==> config.mk <==
export PLATFORM = sky130hd
export DESIGN_NAME = irq_claim_tracker
export DESIGN_NICKNAME = d
export VERILOG_FILES = /design/src/rtl/irq_trk_pkg.sv /design/src/rtl/irq_id_dec.sv /design/src/rtl/irq_trk_word.sv /design/src/rtl/irq_claim_tracker.sv
export SDC_FILE = /design/constraint.sdc
export NUM_CORES = 1
export LEC_CHECK = 0
export BUFFER_PORTS_ARGS = -buffer_cell sky130_fd_sc_hd__buf_4
export CAP_MARGIN = 40
export CORE_MARGIN = 5
export CORE_UTILIZATION = 44
export CTS_CLUSTER_DIAMETER = 150
export DETAILED_ROUTE_END_ITERATION = 8
export GPL_TIMING_DRIVEN = 0
export PLACE_DENSITY = 0.9
export SLEW_MARGIN = 30
export SYNTH_ARGS = -nofsm -noshare
export SYNTH_HDL_FRONTEND = slang
export SYNTH_SLANG_ARGS = --single-unit
==> constraint.sdc <==
create_clock -name clk -period 1.9 [get_ports clk]
set_input_delay 0.285 -clock clk [delete_from_list [all_inputs] [get_ports clk]]
set_output_delay 0.285 -clock clk [all_outputs]
set_load 0.02 [all_outputs]
==> src/rtl/irq_trk_pkg.sv <==
package irq_trk_pkg;
  localparam int unsigned WORD_BITS = 32;

  function automatic int unsigned word_count(input int unsigned n);
    return (n + WORD_BITS - 1) / WORD_BITS;
  endfunction

  function automatic int unsigned id_width(input int unsigned n);
    return (n < 2) ? 1 : $clog2(n);
  endfunction
endpackage

==> src/rtl/irq_id_dec.sv <==
// Turns an ID strobe into a one-hot hit vector. ID 0 and out-of-range IDs hit nothing.
module irq_id_dec #(
  parameter int unsigned NUM_SRC = 40,
  parameter int unsigned ID_W    = 6
) (
  input  logic               vld,
  input  logic [ID_W-1:0]    id,
  output logic [NUM_SRC-1:0] hit
);
  assign hit[0] = 1'b0;
  for (genvar k = 1; k < NUM_SRC; k++) begin : g_hit
    assign hit[k] = vld && (id == ID_W'(k));
  end
endmodule

==> src/rtl/irq_trk_word.sv <==
// One word slice of pending and in-service flops.
module irq_trk_word #(
  parameter int unsigned BITS = 32
) (
  input  logic            clk,
  input  logic            rst,
  input  logic [BITS-1:0] lvl,
  input  logic [BITS-1:0] clm_hit,
  input  logic [BITS-1:0] done_hit,
  output logic [BITS-1:0] pend_q,
  output logic [BITS-1:0] srv_q
);
  logic [BITS-1:0] pend_d;
  logic [BITS-1:0] srv_d;

  always_comb begin
    // claim overrides the level for pending
    pend_d = lvl & ~clm_hit;
    // claim overrides completion for in-service
    srv_d  = (srv_q & ~done_hit) | clm_hit;
  end

  always_ff @(posedge clk) begin
    if (rst) begin
      pend_q <= '0;
      srv_q  <= '0;
    end else begin
      pend_q <= pend_d;
      srv_q  <= srv_d;
    end
  end
endmodule

==> src/rtl/irq_claim_tracker.sv <==
module irq_claim_tracker #(
  parameter int unsigned NUM_SRC   = 40,
  parameter int unsigned NUM_WORDS = irq_trk_pkg::word_count(NUM_SRC),
  parameter int unsigned ID_W      = irq_trk_pkg::id_width(NUM_SRC)
) (
  input  logic                                    clk,
  input  logic                                    rst,
  input  logic [NUM_SRC-1:0]                      src_level,
  input  logic                                    claim_vld,
  input  logic [ID_W-1:0]                         claim_id,
  input  logic                                    done_vld,
  input  logic [ID_W-1:0]                         done_id,
  output logic [irq_trk_pkg::WORD_BITS*NUM_WORDS-1:0] pend_vec,
  output logic [irq_trk_pkg::WORD_BITS*NUM_WORDS-1:0] srv_vec
);
  import irq_trk_pkg::*;

  logic [NUM_SRC-1:0] lvl_m;
  logic [NUM_SRC-1:0] clm_hit;
  logic [NUM_SRC-1:0] done_hit;

  // source 0 is reserved
  assign lvl_m = {src_level[NUM_SRC-1:1], 1'b0};

  irq_id_dec #(.NUM_SRC(NUM_SRC), .ID_W(ID_W)) u_clm_dec (
    .vld(claim_vld), .id(claim_id), .hit(clm_hit)
  );

  irq_id_dec #(.NUM_SRC(NUM_SRC), .ID_W(ID_W)) u_done_dec (
    .vld(done_vld), .id(done_id), .hit(done_hit)
  );

  for (genvar w = 0; w < NUM_WORDS; w++) begin : g_word
    localparam int unsigned LO   = w * WORD_BITS;
    localparam int unsigned BITS = (NUM_SRC - LO > WORD_BITS) ? WORD_BITS : NUM_SRC - LO;

    irq_trk_word #(.BITS(BITS)) u_word (
      .clk      (clk),
      .rst      (rst),
      .lvl      (lvl_m[LO +: BITS]),
      .clm_hit  (clm_hit[LO +: BITS]),
      .done_hit (done_hit[LO +: BITS]),
      .pend_q   (pend_vec[LO +: BITS]),
      .srv_q    (srv_vec[LO +: BITS])
    );

    if (BITS < WORD_BITS) begin : g_pad
      assign pend_vec[LO + BITS +: WORD_BITS - BITS] = '0;
      assign srv_vec[LO + BITS +: WORD_BITS - BITS]  = '0;
    end
  end
endmodule

==> results.py, run 1 <==
metrics = {
    "worst_setup_path": {
        "path_class": "primary input to register",
        "cp-startpoint": "claim_id[1]",
        "cp-start-kind": "primary input",
        "required_ns": 2.15,
        "cp_max_fo": 10,
        "crit_path_end_kind": "register",
        "cpPeakStageDelay_ns": 0.82,
        "cp_cell_sequence": "buf_4 > clkbuf_1 > nor4b_1 > nand2_1 > and3b_1",
        "cp.arrival_ns": 1.80,
        "regToRegStartpoint": "g_word[0].u_word.srv_q[30]$_SDFF_PP0_",
        "cp_slowest_cell": "nor4b_1",
    },
    "power_and_ir_drop": {
        "p_per_area_nw_per_um2": 768.6,
        "vdd_drop_max_mv": 0.3247,
        "p_leak_uw": 0.002315,
    },
    "clock_tree": {
        "holdBufCountCts": 0,
        "cts_buffer_depth": 2,
        "cts_resized": 0,
        "postCtsSetupBuffers": 0,
        "numCtsBuffers": 9,
        "cts_root_buf": "clkbuf_8",
        "ctsHtreeMaxLevel": 3,
        "clock_latency_ns": 0.34,
        "cts_sinks": 78,
        "clk_pin_slew_worst_paths_ns": 0.08,
        "cts_tree": "done",
    },
    "yosys": {
        "async_flop_share_pct": 0,
        "synth-compound-area-share_pct": 12.33,
        "ys_types": 31,
        "synth_seq_area_share_pct": 47.51,
        "ys_warn_count": 0,
        "synth_xor_area_share_pct": 0,
        "synthesis.area_um2": 3287,
        "synthCells": 346,
        "synthFlopType": "dfxtp_1",
        "yosys.area_share.simple_pct": 26.42,
        "synthMuxAreaShare_pct": 0,
        "synthAdderAreaFrac_pct": 0,
        "synth-edff-count": 0,
        "synth_top_area_share_pct": 47.51,
        "yosysTopAreaCell": "dfxtp_1",
        "synth_area_leaders": "dfxtp_1 48%, buf_4 11%, and3b_1 10%",
        "synth_top_family_by_area": "simple AND/OR/NAND/NOR gates",
        "synth.most_common_cell": "dfxtp_1",
        "synth_common_cells": "78 x dfxtp_1, 50 x buf_4, 39 x a21oi_1, 39 x and3b_1, 33 x o21ai_0",
        "synth_area_per_cell_um2": 9.500,
        "ys_seq_elements": 78,
    },
    "grt": {
        "grt_pass1_vias": 3249,
        "grt_pass1_wl_um": 15840,
        "grt_start_max_net_pins": 14,
        "antenna_found_initial": 0,
        "grt_usage_pct": 22.69,
        "gr-total-overflow": 0,
    },
    "place": {
        "dp.cells": 625,
        "dpl_worst_slack_ns": 0.06745,
        "place_congestion": 0.8603,
        "place_area_um2": 4578,
        "numPortBuffers": 131,
        "dp_hpwl_um": 8237,
    },
    "layout": {
        "instances_no_fill": 641,
        "drive_above_1_share_pct": 37.45,
        "fin_nets": 593,
        "multi_input_area_um2": 1461,
        "syn_to_final_growth_pct": 46.06,
        "stdcell_area_um2": 4801,
        "nFillCells": 541,
        "antennaDiodeCount": 0,
        "register_area_um2": 1562,
    },
    "sta": {
        "finalSetupViolCount": 0,
        "fin_crit_ns": 1.555,
        "setup_ws_ns": 0.3445,
        "fmax_mhz": 642.9,
        "tightest_slew_ns": 0.8775,
        "fin_skew_ns": 0,
        "fin_crit_sh_pct": 81.87,
        "rsz0062_at_grt": "no",
        "hold_violations": 0,
        "tns_ns": 0,
        "slew_viol_final": 0,
        "slew_headroom_pct": 40.68,
        "hold_slack_ns": 0.1712,
    },
    "floorplanning": {
        "core-area_um2": 7253,
        "fp.dieH_um": 96.43,
        "initial_core_util_pct": 45.32,
        "die_w_um": 96.43,
        "io_pins": 184,
        "die_area_um2": 9299,
        "fp-row-count": 31,
    },
    "detailed_routing": {
        "routed_wl_um": 10760,
        "drc": 0,
        "first_iter_violations": 203,
        "post_drt_wl_per_cell_um": 16.79,
        "via_per_inst": 5.083,
        "vias": 3258,
        "drtPass1Iterations": 5,
        "ant_nets": 0,
    },
    "min_path": {
        "hp-class": "primary input to register",
        "min-delay-start": "src_level[19]",
    },
    "outcome": {
        "status": "finished clean",
    },
    "job": {
        "maxCapViolations": 0,
    },
}
cell type report:
type / instances / share of cell area [%]
clock buffer: 11 / 2.945
tap: 99 / 2.580
clock inverter: 5 / 1.694
buffer: 69 / 9.330
sequential: 78 / 32.53
multi-input combinational: 248 / 30.44
timing repair buffer: 131 / 20.48
through the flow:
stage               utilization (%)  power (µW)
floorplan                         -        2090
global placement              63.12        2309
detailed placement            63.12        2320
CTS                           66.19        3690
global route                  66.19        3825
finish                        66.19        3690
layer usage:
layer,vias up,track usage [%],part of all wire [%]
met4,0,12.38,3.4
met1,1503,25.76,36
met5,-,0,0
li1,1506,-,-
met3,30,5.809,11
met2,219,38.82,49
cells by family (layout without fill, tap and decap cells):
kind of cell           after synthesis  count (layout)
buffers and inverters               69             216
AOI/OAI and AO/OA                   78              78
and+or+nand+nor                    120             120
other                                1              50
DFF                                 78              78
layout by cell type (no fill, tap or decap), types with 3 or more instances in the layout:
master and count:
buf_4 181, and4b_1 3, or3_1 3, o31ai_1 6
nand4bb_1 4, nor4b_1 4, or4b_1 5, dfxtp_1 78
nand2b_1 3, nand4_1 3, conb_1 50, nand3_1 6
a21oi_1 39, clkbuf_1 19, o21ai_0 33, nand3b_1 5
nand2_1 28, and3b_1 39, clkbuf_8 10
state kept, by name (all words and copies together), names as in the netlist:
name                  cells
g_word.u_word.pend_q     39
g_word.u_word.srv_q      39
worst paths after layout:
check                                                               to  slack, ns  depth (start not counted)
worst max-delay path            g_word[0].u_word.pend_q[20]$_SDFF_PP0_       0.34                          5
worst min-delay path            g_word[0].u_word.pend_q[19]$_SDFF_PP0_       0.17                          2
worst max register to register   g_word[0].u_word.srv_q[30]$_SDFF_PP0_       1.14                          2
worst min register to register    g_word[1].u_word.srv_q[3]$_SDFF_PP0_       0.48                          2
report_power, final:
| part | total (µW) | switching [µW] | internal, µW |
|---|---|---|---|
| Sequential | 1700 | 14.4 | 1680 |
| Combinational | 593 | 328 | 265 |
| Clock | 1400 | 620 | 779 |
| Total | 3690 | 962 | 2730 |
worst max-delay path, delay by kind of cell:
family        cells  cell delay [ns]
simple gates      3             1.19
buf+inv           2             0.32
No activity file was read; power rests on OpenSTA's default activity.
==> run 2: changes to the inputs <==
--- a/config.mk
+++ b/config.mk
@@ -5,14 +5,15 @@
 export SDC_FILE = /design/constraint.sdc
 export NUM_CORES = 1
 export LEC_CHECK = 0
+export ABC_AREA = 1
 export BUFFER_PORTS_ARGS = -buffer_cell sky130_fd_sc_hd__buf_4
 export CAP_MARGIN = 40
 export CORE_MARGIN = 5
-export CORE_UTILIZATION = 44
+export CORE_UTILIZATION = 40
 export CTS_CLUSTER_DIAMETER = 150
 export DETAILED_ROUTE_END_ITERATION = 8
 export GPL_TIMING_DRIVEN = 0
-export PLACE_DENSITY = 0.9
+export PLACE_DENSITY = 0.87
 export SLEW_MARGIN = 30
 export SYNTH_ARGS = -nofsm -noshare
 export SYNTH_HDL_FRONTEND = slang
==> constraint.sdc (replaced) <==
create_clock -name clk -period 1.3 [get_ports clk]
set_input_delay 0.195 -clock clk [delete_from_list [all_inputs] [get_ports clk]]
set_output_delay 0.195 -clock clk [all_outputs]
set_load 0.02 [all_outputs]
==> run 2 against run 1 <==
Net effect:
- final cell count up 16%
- sequential share of layout area grew 0.43 points
- wire length fell by 3.9%
- first-iteration DRC count fell by 45%
- core utilization down 5.2 points
- hold slack got worse by 0.11 ns
- critical path type is now register to output pin
- largest cell class unchanged
- highest routed layer unchanged
==> results.py, run 2 <==
metrics = {
    "outcome": {
        "status": "finished clean",
    },
    "yosys": {
        "synthesis.area_um2": 3222,
        "async_flop_share_pct": 0,
        "synth_seq_area_share_pct": 48.47,
        "synth_common_cells": "174 x nand2_1, 78 x dfxtp_1, 74 x nor2_1",
        "synthCells": 445,
        "synthFlopType": "dfxtp_1",
        "ys_warn_count": 0,
        "ys_types": 15,
        "synth.most_common_cell": "nand2_1",
        "synth-edff-count": 0,
        "synth_area_per_cell_um2": 7.240,
        "synth_top_area_share_pct": 48.47,
        "synth_area_leaders": "dfxtp_1 48%, nand2_1 20%, buf_4 12%",
        "yosysTopAreaCell": "dfxtp_1",
        "ys_seq_elements": 78,
    },
    "place": {
        "dp_hpwl_um": 8452,
        "numPortBuffers": 131,
        "place_congestion": 0.9287,
    },
    "sta": {
        "slew_headroom_pct": 59.77,
        "hold_violations": 0,
        "slew_viol_final": 0,
        "fmax_mhz": 934.8,
        "finalSetupViolCount": 0,
        "hold_slack_ns": 0.06514,
        "fin_crit_ns": 1.070,
        "rsz0062_at_grt": "no",
        "tightest_slew_ns": 0.6013,
        "fin_crit_sh_pct": 82.29,
        "fin_skew_ns": 0,
    },
    "layout": {
        "syn_to_final_growth_pct": 47.07,
        "drive_above_1_share_pct": 32.19,
        "antennaDiodeCount": 0,
        "final_util_pct": 61.00,
        "mostFrequentLayoutCells": "182 x buf_4, 174 x nand2_1, 78 x dfxtp_1",
        "nFillCells": 768,
        "final_common_cell": "buf_4",
        "fin_nets": 692,
        "largestRegisters": "g_word.u_word.pend_q x39, g_word.u_word.srv_q x39",
    },
    "worst_setup_path": {
        "cp_cell_sequence": "buf_4",
        "cp-startpoint": "g_word[0].u_word.srv_q[11]$_SDFF_PP0_",
        "path_buf_inv": 1,
        "required_ns": 1.11,
        "path_class": "register to output pin",
        "timing.rr.end": "g_word[0].u_word.srv_q[10]$_SDFF_PP0_",
        "r2r_cells": 2,
        "crit_path_end_kind": "output pin",
        "critPathTopFamily": "flip-flops",
        "cp_slowest_cell": "dfxtp_1",
        "cpPeakStageDelay_ns": 0.37,
        "cp.arrival_ns": 0.87,
        "reg2reg_setup_slack_ns": 0.68,
        "cp-start-kind": "register",
        "crit_end": "srv_vec[11]",
        "cp_max_fo": 2,
        "worstSetupPathDepth": 1,
        "regToRegStartpoint": "g_word[0].u_word.srv_q[10]$_SDFF_PP0_",
    },
    "detailed_routing": {
        "via_per_inst": 4.456,
        "drtPass1Iterations": 4,
        "first_iter_violations": 112,
        "post_drt_wl_per_cell_um": 13.94,
        "ant_nets": 0,
        "vias": 3306,
        "drc": 0,
        "routed_wl_um": 10350,
    },
    "clock_tree": {
        "cts_tree": "done",
        "postCtsSetupBuffers": 0,
        "numCtsBuffers": 9,
        "clk_pin_slew_worst_paths_ns": 0.08,
        "holdBufCountCts": 0,
        "cts_sinks": 78,
        "cts_root_buf": "clkbuf_8",
        "clock_latency_ns": 0.34,
        "ctsHtreeMaxLevel": 3,
        "cts_buffer_depth": 2,
        "cts_resized": 0,
    },
    "floorplanning": {
        "initial_core_util_pct": 41.48,
        "fp-row-count": 32,
        "die_area_um2": 9949,
        "core-area_um2": 7767,
        "die_w_um": 99.75,
        "io_pins": 184,
        "fp.dieH_um": 99.75,
    },
    "power_and_ir_drop": {
        "sw_frac_of_total_pct": 25.42,
        "p_per_area_nw_per_um2": 1129,
        "p_int_uw": 3990,
        "seq_power_share_pct": 46.4,
        "vdd_drop_max_mv": 0.5949,
        "p_comb_share_pct": 15.9,
        "p_leak_uw": 0.002379,
        "p_switching_uw": 1360,
        "clockPowerShare_pct": 37.7,
    },
    "grt": {
        "grt_pass1_wl_um": 16440,
        "grt_pass1_vias": 3467,
        "gr-total-overflow": 0,
        "grt_start_max_net_pins": 13,
        "grt_usage_pct": 20.96,
        "antenna_found_initial": 0,
    },
    "job": {
        "maxCapViolations": 0,
    },
    "min_path": {
        "hp-class": "primary input to register",
    },
}
[run 2: cell types whose count changed in the layout (fill, tap and decap cells not counted), sizes merged, moves of 9 or more]
cell    previous run  this run
nor2               2        76
inv                1        10
and3b             41         0
clkbuf            29        17
nand2             28       174
o21ai             33         1
[run 2: kinds of logic (layout without fill, tap and decap cells)]
kind of cell / Yosys count / count (layout) / share of synthesized area [%]
AO/OA/AOI/OAI: 40 / 40 / 6.214
buffers and inverters: 73 / 219 / 14.87
flip-flops: 78 / 78 / 48.47
other: 1 / 50 / 0.1164
AND/OR/NAND/NOR: 253 / 253 / 30.33
[run 2: metrics by stage]
stage	cells	area [µm²]	power (µW)	setup WS [ns]	TNS [ns]
6_report	742	4738	5349	0.2303	0
3_3_place_gp	727	4517	3368	-0.05514	-0.3651
5_1_grt	742	4738	5591	0.1784	0
2_1_floorplan	494	3406	3058	0.2776	0
3_5_place_dp	727	4517	3381	-0.05237	-0.4723
4_1_cts	742	4738	5369	0.2293	0
[run 2: final cells by class]
type                            count  area [µm²]  share of cell area, %
Sequential cell                    78        1562                  32.95
Multi-Input combinational cell    343        1365                  28.81
Timing Repair Buffer              131       983.4                  20.76
Buffer                             63       441.7                  9.321
Clock buffer                       11       151.4                  3.195
Tap cell                          102       127.6                  2.693
Clock inverter                      4       70.07                  1.479
Inverter                           10       37.54                 0.7922
[run 2: worst min path at each step]
stage | startpoint | endpoint | slack (ns) | cells after the start
6_report | src_level[27] | g_word[0].u_word.pend_q[27]$_SDFF_PP0_ | 0.07 | 3
5_1_grt | src_level[5] | g_word[0].u_word.pend_q[5]$_SDFF_PP0_ | 0.05 | 3
4_1_cts | src_level[32] | g_word[1].u_word.pend_q[0]$_SDFF_PP0_ | 0.05 | 3
3_5_place_dp | src_level[32] | g_word[1].u_word.pend_q[0]$_SDFF_PP0_ | 0.42 | 3
3_3_place_gp | src_level[23] | g_word[0].u_word.pend_q[23]$_SDFF_PP0_ | 0.41 | 3
2_1_floorplan | src_level[21] | g_word[0].u_word.pend_q[21]$_SDFF_PP0_ | 0.32 | 2
[run 2: routing by layer]
| metal | share of wire [%] | GRT usage (%) |
|---|---|---|
| met1 | 39 | 23.64 |
| met2 | 50 | 36.89 |
| met3 | 10 | 8.065 |
| met4 | 1.1 | 5.462 |
| met5 | 0 | 0 |
[run 2: power by group through the flow]
stage | Combinational [µW] | Sequential (µW) | Clock, µW
floorplan | 424 | 2630 | 0
global placement | 831 | 2540 | 0
detailed placement | 842 | 2540 | 0
CTS | 843 | 2480 | 2040
global route | 922 | 2490 | 2180
finish | 849 | 2480 | 2020
